### config.mk
export PLATFORM = sky130hd
export DESIGN_NAME = skey_guard
export DESIGN_NICKNAME = d
export VERILOG_FILES = /design/src/rtl/skey_pkg.sv /design/src/rtl/skey_decide.sv /design/src/rtl/skey_frame_table.sv /design/src/rtl/skey_guard.sv
export SDC_FILE = /design/constraint.sdc
export NUM_CORES = 1
export LEC_CHECK = 0
export BUFFER_PORTS_ARGS = -buffer_cell sky130_fd_sc_hd__buf_2
export CAP_MARGIN = 20
export CORE_MARGIN = 4
export CORE_UTILIZATION = 55
export DETAILED_ROUTE_END_ITERATION = 6
export GPL_TIMING_DRIVEN = 1
export PLACE_DENSITY = 0.72
export SLEW_MARGIN = 25
export SYNTH_ARGS = -nofsm -noshare
export SYNTH_HDL_FRONTEND = slang
export SYNTH_HIERARCHICAL = 1
export SYNTH_SLANG_ARGS = --single-unit
### constraint.sdc
create_clock -name clk -period 7.3 [get_ports clk]
set_input_delay 0.73 -clock clk [delete_from_list [all_inputs] [get_ports clk]]
set_output_delay 0.73 -clock clk [all_outputs]
set_load 0.005 [all_outputs]
### src/rtl/skey_pkg.sv
package skey_pkg;
    parameter int KEY_W       = 4;
    parameter int FRAMES      = 64;
    parameter int FRAME_SHIFT = 12;
    parameter int NPORTS      = 2;

    localparam int FIDX_W   = $clog2(FRAMES);
    localparam int PA_W     = FRAME_SHIFT + FIDX_W;
    localparam int PORT_CPU = 0;
    localparam int PORT_DMA = 1;

    typedef logic [KEY_W-1:0]  key_t;
    typedef logic [FIDX_W-1:0] fidx_t;
    typedef logic [PA_W-1:0]   paddr_t;

    typedef enum logic [1:0] {
        SW_NONE       = 2'd0,
        SW_SET_KEY    = 2'd1,
        SW_READ       = 2'd2,
        SW_READ_CLEAR = 2'd3
    } sw_op_e;

    typedef struct packed {
        key_t key;
        logic fetch_prot;
        logic ref_b;
        logic chg_b;
    } frame_ent_t;

    typedef struct packed {
        logic  valid;
        logic  write;
        key_t  key;
        fidx_t frame;
    } access_t;

    function automatic fidx_t frame_of(paddr_t a);
        return a[PA_W-1:FRAME_SHIFT];
    endfunction

    function automatic logic key_permits(key_t prog, key_t stor);
        return (prog == '0) || (prog == stor);
    endfunction
endpackage

### src/rtl/skey_decide.sv
module skey_decide
    import skey_pkg::*;
(
    input  access_t    acc_i,
    input  frame_ent_t ent_i,
    output logic       grant_o,
    output logic       deny_o
);
    logic needs_check;
    logic ok;

    always_comb begin
        needs_check = acc_i.write | ent_i.fetch_prot;
        ok          = !needs_check || key_permits(acc_i.key, ent_i.key);
        grant_o     = acc_i.valid & ok;
        deny_o      = acc_i.valid & !ok;
    end
endmodule

### src/rtl/skey_frame_table.sv
module skey_frame_table
    import skey_pkg::*;
(
    input  logic                    clk,
    input  logic                    rst,
    input  access_t    [NPORTS-1:0] acc_i,
    input  logic       [NPORTS-1:0] grant_i,
    output frame_ent_t [NPORTS-1:0] look_o,
    input  sw_op_e                  sw_op_i,
    input  fidx_t                   sw_frame_i,
    input  key_t                    sw_key_i,
    input  logic                    sw_fp_i,
    output frame_ent_t              sw_view_o
);
    frame_ent_t tbl_q [FRAMES];
    frame_ent_t tbl_d [FRAMES];

    for (genvar p = 0; p < NPORTS; p++) begin : g_look
        assign look_o[p] = tbl_q[acc_i[p].frame];
    end

    always_comb begin
        for (int f = 0; f < FRAMES; f++) begin
            tbl_d[f] = tbl_q[f];
            if (sw_op_i == SW_SET_KEY && sw_frame_i == fidx_t'(f)) begin
                tbl_d[f].key        = sw_key_i;
                tbl_d[f].fetch_prot = sw_fp_i;
            end
            for (int p = 0; p < NPORTS; p++) begin
                if (grant_i[p] && acc_i[p].frame == fidx_t'(f)) begin
                    tbl_d[f].ref_b = 1'b1;
                    if (acc_i[p].write) tbl_d[f].chg_b = 1'b1;
                end
            end
            if (sw_op_i == SW_READ_CLEAR && sw_frame_i == fidx_t'(f)) begin
                tbl_d[f].ref_b = 1'b0;
                tbl_d[f].chg_b = 1'b0;
            end
        end
    end

    always_comb begin
        sw_view_o = tbl_q[sw_frame_i];
        for (int p = 0; p < NPORTS; p++) begin
            if (grant_i[p] && acc_i[p].frame == sw_frame_i) begin
                sw_view_o.ref_b = 1'b1;
                if (acc_i[p].write) sw_view_o.chg_b = 1'b1;
            end
        end
    end

    always_ff @(posedge clk) begin
        if (rst) begin
            for (int f = 0; f < FRAMES; f++) tbl_q[f] <= '0;
        end else begin
            for (int f = 0; f < FRAMES; f++) tbl_q[f] <= tbl_d[f];
        end
    end

    logic [FRAMES-1:0] ref_vec;
    logic [FRAMES-1:0] chg_vec;
    logic [NPORTS-1:0] wr_grant;
    for (genvar f = 0; f < FRAMES; f++) begin : g_vec
        assign ref_vec[f] = tbl_q[f].ref_b;
        assign chg_vec[f] = tbl_q[f].chg_b;
    end
    for (genvar p = 0; p < NPORTS; p++) begin : g_wr
        assign wr_grant[p] = grant_i[p] & acc_i[p].write;
    end


    ref_rise_needs_grant_chk: assert property (@(posedge clk) disable iff (rst)
        ($countones(ref_vec) > $past($countones(ref_vec))) |-> $past(|grant_i));


    chg_rise_needs_store_chk: assert property (@(posedge clk) disable iff (rst)
        ($countones(chg_vec) > $past($countones(chg_vec))) |-> $past(|wr_grant));
endmodule

### src/rtl/skey_guard.sv
module skey_guard
    import skey_pkg::*;
(
    input  logic                     clk,
    input  logic                     rst,
    input  logic                     cpu_req,
    input  logic [skey_pkg::PA_W-1:0]   cpu_addr,
    input  logic                     cpu_write,
    input  logic [skey_pkg::KEY_W-1:0]  cpu_key,
    input  logic                     dma_req,
    input  logic [skey_pkg::PA_W-1:0]   dma_addr,
    input  logic                     dma_write,
    input  logic [skey_pkg::KEY_W-1:0]  dma_key,
    input  logic [1:0]               sw_op,
    input  logic [skey_pkg::FIDX_W-1:0] sw_frame,
    input  logic [skey_pkg::KEY_W-1:0]  sw_key,
    input  logic                     sw_fetch_prot,
    output logic                     cpu_grant,
    output logic                     cpu_prot_exc,
    output logic                     dma_grant,
    output logic                     dma_prot_exc,
    output logic                     sw_rd_valid,
    output logic [skey_pkg::KEY_W-1:0]  sw_rd_key,
    output logic                     sw_rd_fetch_prot,
    output logic                     sw_rd_ref,
    output logic                     sw_rd_chg
);
    access_t    [NPORTS-1:0] acc;
    frame_ent_t [NPORTS-1:0] look;
    logic       [NPORTS-1:0] grant_c;
    logic       [NPORTS-1:0] deny_c;
    logic       [NPORTS-1:0] grant_q;
    logic       [NPORTS-1:0] deny_q;
    sw_op_e                  op;
    frame_ent_t              view;
    frame_ent_t              view_q;
    logic                    rd_valid_q;

    assign op = sw_op_e'(sw_op);

    always_comb begin
        acc[PORT_CPU] = '{valid: cpu_req, write: cpu_write, key: cpu_key,
                          frame: frame_of(cpu_addr)};
        acc[PORT_DMA] = '{valid: dma_req, write: dma_write, key: dma_key,
                          frame: frame_of(dma_addr)};
    end

    for (genvar p = 0; p < NPORTS; p++) begin : g_port
        skey_decide u_decide (
            .acc_i   (acc[p]),
            .ent_i   (look[p]),
            .grant_o (grant_c[p]),
            .deny_o  (deny_c[p])
        );


        grant_exc_exclusive_chk: assert property (@(posedge clk) disable iff (rst)
            !(grant_q[p] && deny_q[p]));


        response_needs_request_chk: assert property (@(posedge clk) disable iff (rst)
            (grant_q[p] || deny_q[p]) |-> $past(acc[p].valid));
    end

    skey_frame_table u_table (
        .clk        (clk),
        .rst        (rst),
        .acc_i      (acc),
        .grant_i    (grant_c),
        .look_o     (look),
        .sw_op_i    (op),
        .sw_frame_i (sw_frame),
        .sw_key_i   (sw_key),
        .sw_fp_i    (sw_fetch_prot),
        .sw_view_o  (view)
    );

    always_ff @(posedge clk) begin
        if (rst) begin
            grant_q    <= '0;
            deny_q     <= '0;
            rd_valid_q <= 1'b0;
            view_q     <= '0;
        end else begin
            grant_q    <= grant_c;
            deny_q     <= deny_c;
            rd_valid_q <= (op == SW_READ) || (op == SW_READ_CLEAR);
            view_q     <= view;
        end
    end

    assign cpu_grant        = grant_q[PORT_CPU];
    assign cpu_prot_exc     = deny_q[PORT_CPU];
    assign dma_grant        = grant_q[PORT_DMA];
    assign dma_prot_exc     = deny_q[PORT_DMA];
    assign sw_rd_valid      = rd_valid_q;
    assign sw_rd_key        = view_q.key;
    assign sw_rd_fetch_prot = view_q.fetch_prot;
    assign sw_rd_ref        = view_q.ref_b;
    assign sw_rd_chg        = view_q.chg_b;


    read_valid_follows_op_chk: assert property (@(posedge clk) disable iff (rst)
        sw_rd_valid |-> $past(sw_op[1]));
endmodule

# After elaboration in Yosys (flattened, before gate mapping)
# Memory sizes are Yosys's and may differ from the RTL's.
# Index checks and enable logic that the tools add are counted.
word_totals:
  ff_bits: 12
  ram_bits: 448
  in_bits: 63
  output_inout_bits: 12
  elab_cells: 1001
  memories: 1
classes:
  eq_ne: 196
  muxes: 455
  bitwise: 70
  reduce_logical: 272
mem_list:
  columns: ["memory", "words", "width", "rd", "rd_clocked_by_memory_dff", "write_ports", "line_no", "source"]
  rows:
  - ["u_table.tbl_q", 64, 7, 67, 0, 64, "skey_frame_table.sv:15", "frame_ent_t tbl_q [FRAMES];"]
op_table:
  columns: ["cell", "n"]
  rows:
  - ["$eq A6 B6 Y1 const B", 96]
  - ["$mux W7", 64]
  - ["$mux W2", 194]
  - ["$mux W5", 64]
  - ["$eq A6 B5 Y1 const B", 48]
  - ["$logic_and A1 B1 Y1", 258]
  - ["$eq A6 B4 Y1 const B", 24]
  - ["$mux W1", 133]
  - ["$eq A6 B3 Y1 const B", 12]
  - ["$or A1 B1 Y1", 66]
  - ["$eq A6 B2 Y1 const B", 6]
  - ["$eq A6 B1 Y1 const B", 3]
  - ["$logic_not A6 Y1", 3]
  - ["$eq A6 B6 Y1", 2]
  - ["$eq A4 B4 Y1", 2]
  - ["$logic_not A4 Y1", 2]
  - ["$logic_or A1 B1 Y1", 5]
  - ["$and A1 B1 Y1", 4]
  - ["$eq A2 B2 Y1 const B", 2]
  - ["$logic_not A1 Y1", 4]
  - ["$eq A2 B1 Y1 const B", 1]

# Longest topological paths before layout
# An unclocked memory read counts as a cell.
depth:
  depth_word: 11
  ltp_mapped: 17
  depth_no_buf: 12

# Cells and area by module
# The synthesis kept the hierarchy.
modules_own_cells:
  columns: ["mod", "instances", "cells_per_inst", "area_each_um2", "seq_area_each_um2"]
  rows:
  - ["skey_frame_table", 1, 2872, 27491.4, 8968.6]
  - ["skey_guard", 1, 25, 366.6, 240.2]
  - ["skey_decide", 2, 9, 75.1, 0.0]

# Worst setup path before layout
# Ideal clock, no wire load.
synth_path:
  path_kind: "input -> register"
  start: "input port cpu_addr[13] (netlist name)"
  end: "memory u_table/tbl_q[11][0] (netlist name)"
  setup_time_ns: 0.058
  arrival_time_ns: 4.415
  required_ns: 7.242
  slack_ns: 2.827
  cell_stages: 16
  path_buffers: 5
  path_cell_list: "buf_2 > buf_1 > mux4_2 > a22oi_1 > a21oi_1 > or4_1 > xor2_1 > nor4_2 > o31a_1 > or3b_1 > clkbuf_1 > or2_1 > clkbuf_1 > clkbuf_1 > o22ai_1 > o21a_1"
synth_lines:
  columns: ["element", "line_no", "source"]
  rows:
  - ["start: declaration", "skey_guard.sv:7", "input logic [skey_pkg::PA_W-1:0] cpu_addr,"]
  - ["end: declaration", "skey_frame_table.sv:15", null]

==> run_results.csv <==
group,metric,value,unit
placement,io_buffers,50,
synth,syn-cell-area,26200,sq um
floorplan,row_count,79,
hold_path,hold-path-cell-count,2,
timing,slew_viol_final,0,
timing,clock.fmax,0.181,GHz
hold_path,worstHoldEndpoint,"sw_rd_valid",
routing,routed_wl,92900,microns
worst_setup_path,r2r-end,"u_table/tbl_q[3][0]",
routing,drt_iter0_drc,4396,
routing,dr.pass1.iters,6,
synth,syn_nets,2862,
outcome,status,"finished clean",
placement,place_congestion,1.04,
timing,setup_violations,0,
routing,drtAntennaViolNets,0,
power_and_ir_drop,ir_worst_vdd,0.000179,V
floorplan,io-pin-count,75,
power_and_ir_drop,p_leak,8.65,nW
routing,routedWlPerCell,28.1,microns
power_and_ir_drop,power.internal,4.16,mW
worst_setup_path,end_kind,"flip-flop",
clock_network,clock_latency,620,ps
worst_setup_path,reg2reg_depth,12,
worst_setup_path,cp.required,7840,ps
clock_network,cts_resized,0,
synth,synth_warnings,6,
clock_network,cts_tree,"built",
placement,dp.cells,3205,
floorplan,design.core.area,46900,sq um
power_and_ir_drop,cellPowerDensity,200,nW/um^2
floorplan,die_w,226,microns
placement,dp_hpwl,58300,microns
timing,max_slew.worst_pin.slew,1320,ps
floorplan,die_h,226,microns
clock_network,clockRootBuffer,"clkbuf_16",
routing,num_vias,24536,
run,maxCapViolations,0,
timing,hold_viol_final,0,
timing,rsz0062_at_grt,"no",
layout,layout.cells.non_filler,3301,
timing,setup-tns-final,0,ps
worst_setup_path,worstPathMaxFanout,47,
routing,drc,0,
layout,drive_gt1_share,19.0,%
grt,overflow,0,
hold_path,min-delay-path-class,"in -> reg",
clock_network,ctsHoldBuffers,0,
routing,via_per_inst,7.43,
clock_network,cts_buffer_depth,3,
power_and_ir_drop,swShare,26.1,%
placement,placed_area,26500,sq um
power_and_ir_drop,pwr-share-seq,44.9,%
floorplan,initial_core_util,56.0,%
layout,multi_input_area,15700,sq um
layout,num-fill-cells,3892,
worst_setup_path,cp.arrival,6070,ps
hold_path,hp-start,"sw_op[1]",
power_and_ir_drop,p_clk_share,46.0,%
grt,antenna_found_initial,2,
worst_setup_path,start_kind,"input port",
timing,min_period,5530,ps
grt,grt_max_degree,106,
worst_setup_path,r2r_slack,2250,ps
timing,setup_slack,1770,ps
placement,preCtsSetupSlack,1300,ps
timing,clock_skew,33.9,ps
timing,fin_crit_sh,75.7,%
synth,avgSynthCellArea,9.37,sq um
grt,grt_pass1_vias,23055,
synth,netlist_instances,2799,
clock_network,htree_levels,2,
layout,stdcell_area,28200,sq um
power_and_ir_drop,switchingPower,1.47,mW
layout,area_delta_synth_final,7.46,%
power_and_ir_drop,p_comb_share,9.1,%
clock_network,numCtsBuffers,51,
layout,seq_area,9210,sq um
clock_network,clkTransAtPathRegs,60,ps
grt,grt_pass1_wl,138000,microns
worst_setup_path,r2r_start,"u_table/tbl_q[15][3]",
worst_setup_path,path_class,"in -> reg",
grt,track_usage,35.0,%
clock_network,cts_sinks,460,
floorplan,die-area,51200,sq um
layout,nets,2714,
clock_network,cts_setup_buffers,0,
timing,slew_headroom,11.2,%
placed cells by master, fill, tap and decap left out, types with 15 or more instances in the layout:
master     instances
mux2i_1           28
nor2_1            41
dfxtp_1          460
o22ai_1          129
o21a_1           128
nand2_1          391
clkbuf_16         51
a21oi_1          434
nand2b_1          15
a22oi_1          124
buf_2             43
nand3_1          235
mux4_2           266
buf_4             56
or4_1             15
o21ai_0           91
routing by layer:
layer	GRT usage (%)	wire, microns
met3	9.90	13400
met4	17.2	5460
met2	52.8	40800
met1	46.9	33200
met5	0	0
worst max-delay path, cell delays in order:
cell and delay, ps:
buf_6 540, mux4_2 610, a22oi_1 390, a21oi_1 280, or4_1 550, xor2_1 190, nor4_2 650, o31a_1 390
or3b_2 710, inv_1 130, nand2_1 390, o22ai_1 340, o21a_1 130
sequential cells by signal (all words and copies together) (netlist names):
| signal | count |
|---|---|
| sw_rd_ref | 1 |
| grant_q | 2 |
| deny_q | 2 |
| u_table/tbl_q | 448 |
| sw_rd_valid | 1 |
| sw_rd_key | 4 |
| sw_rd_fetch_prot | 1 |
| sw_rd_chg | 1 |
worst max-delay path by stage:
stage | start | to | slack [ps] | cells after the start
final | dma_addr[12] | u_table/tbl_q[3][0] | 1770 | 13
after global routing | dma_addr[12] | u_table/tbl_q[3][0] | 1530 | 14
after CTS | dma_addr[12] | u_table/tbl_q[3][0] | 1920 | 14
after detailed placement | dma_addr[12] | u_table/tbl_q[3][0] | 1300 | 14
after global placement | dma_addr[12] | u_table/tbl_q[1][0] | 1290 | 14
after floorplan | cpu_addr[12] | u_table/tbl_q[11][0] | 2910 | 16
area by class of cell:
class / instances / area share (%)
multi-input cells: 2022 / 55.7
flip-flops and latches: 460 / 32.7
clock buffers: 71 / 5.05
repair buffers: 112 / 2.98
well taps: 607 / 2.70
clock inverters: 22 / 0.804
inverters: 4 / 0.0533
diodes: 3 / 0.0266
stage by stage:
stage	power (mW)	util, %	hold WS [ps]
detailed placement	3.07	56.6	449
global placement	3.07	56.5	443
global route	5.76	60.1	433
finish	5.63	60.1	421
floorplan	2.93	-	435
CTS	5.63	60.1	401
power groups by stage:
stage          combinational (mW)  clock (mW)  sequential [mW]
4_1_cts                     0.491        2.61             2.53
3_3_place_gp                0.484           0             2.58
3_5_place_dp                0.490           0             2.58
5_1_grt                     0.526        2.71             2.53
6_report                    0.511        2.59             2.53
2_1_floorplan               0.344           0             2.58
No activity file was read; power rests on OpenSTA's default activity.
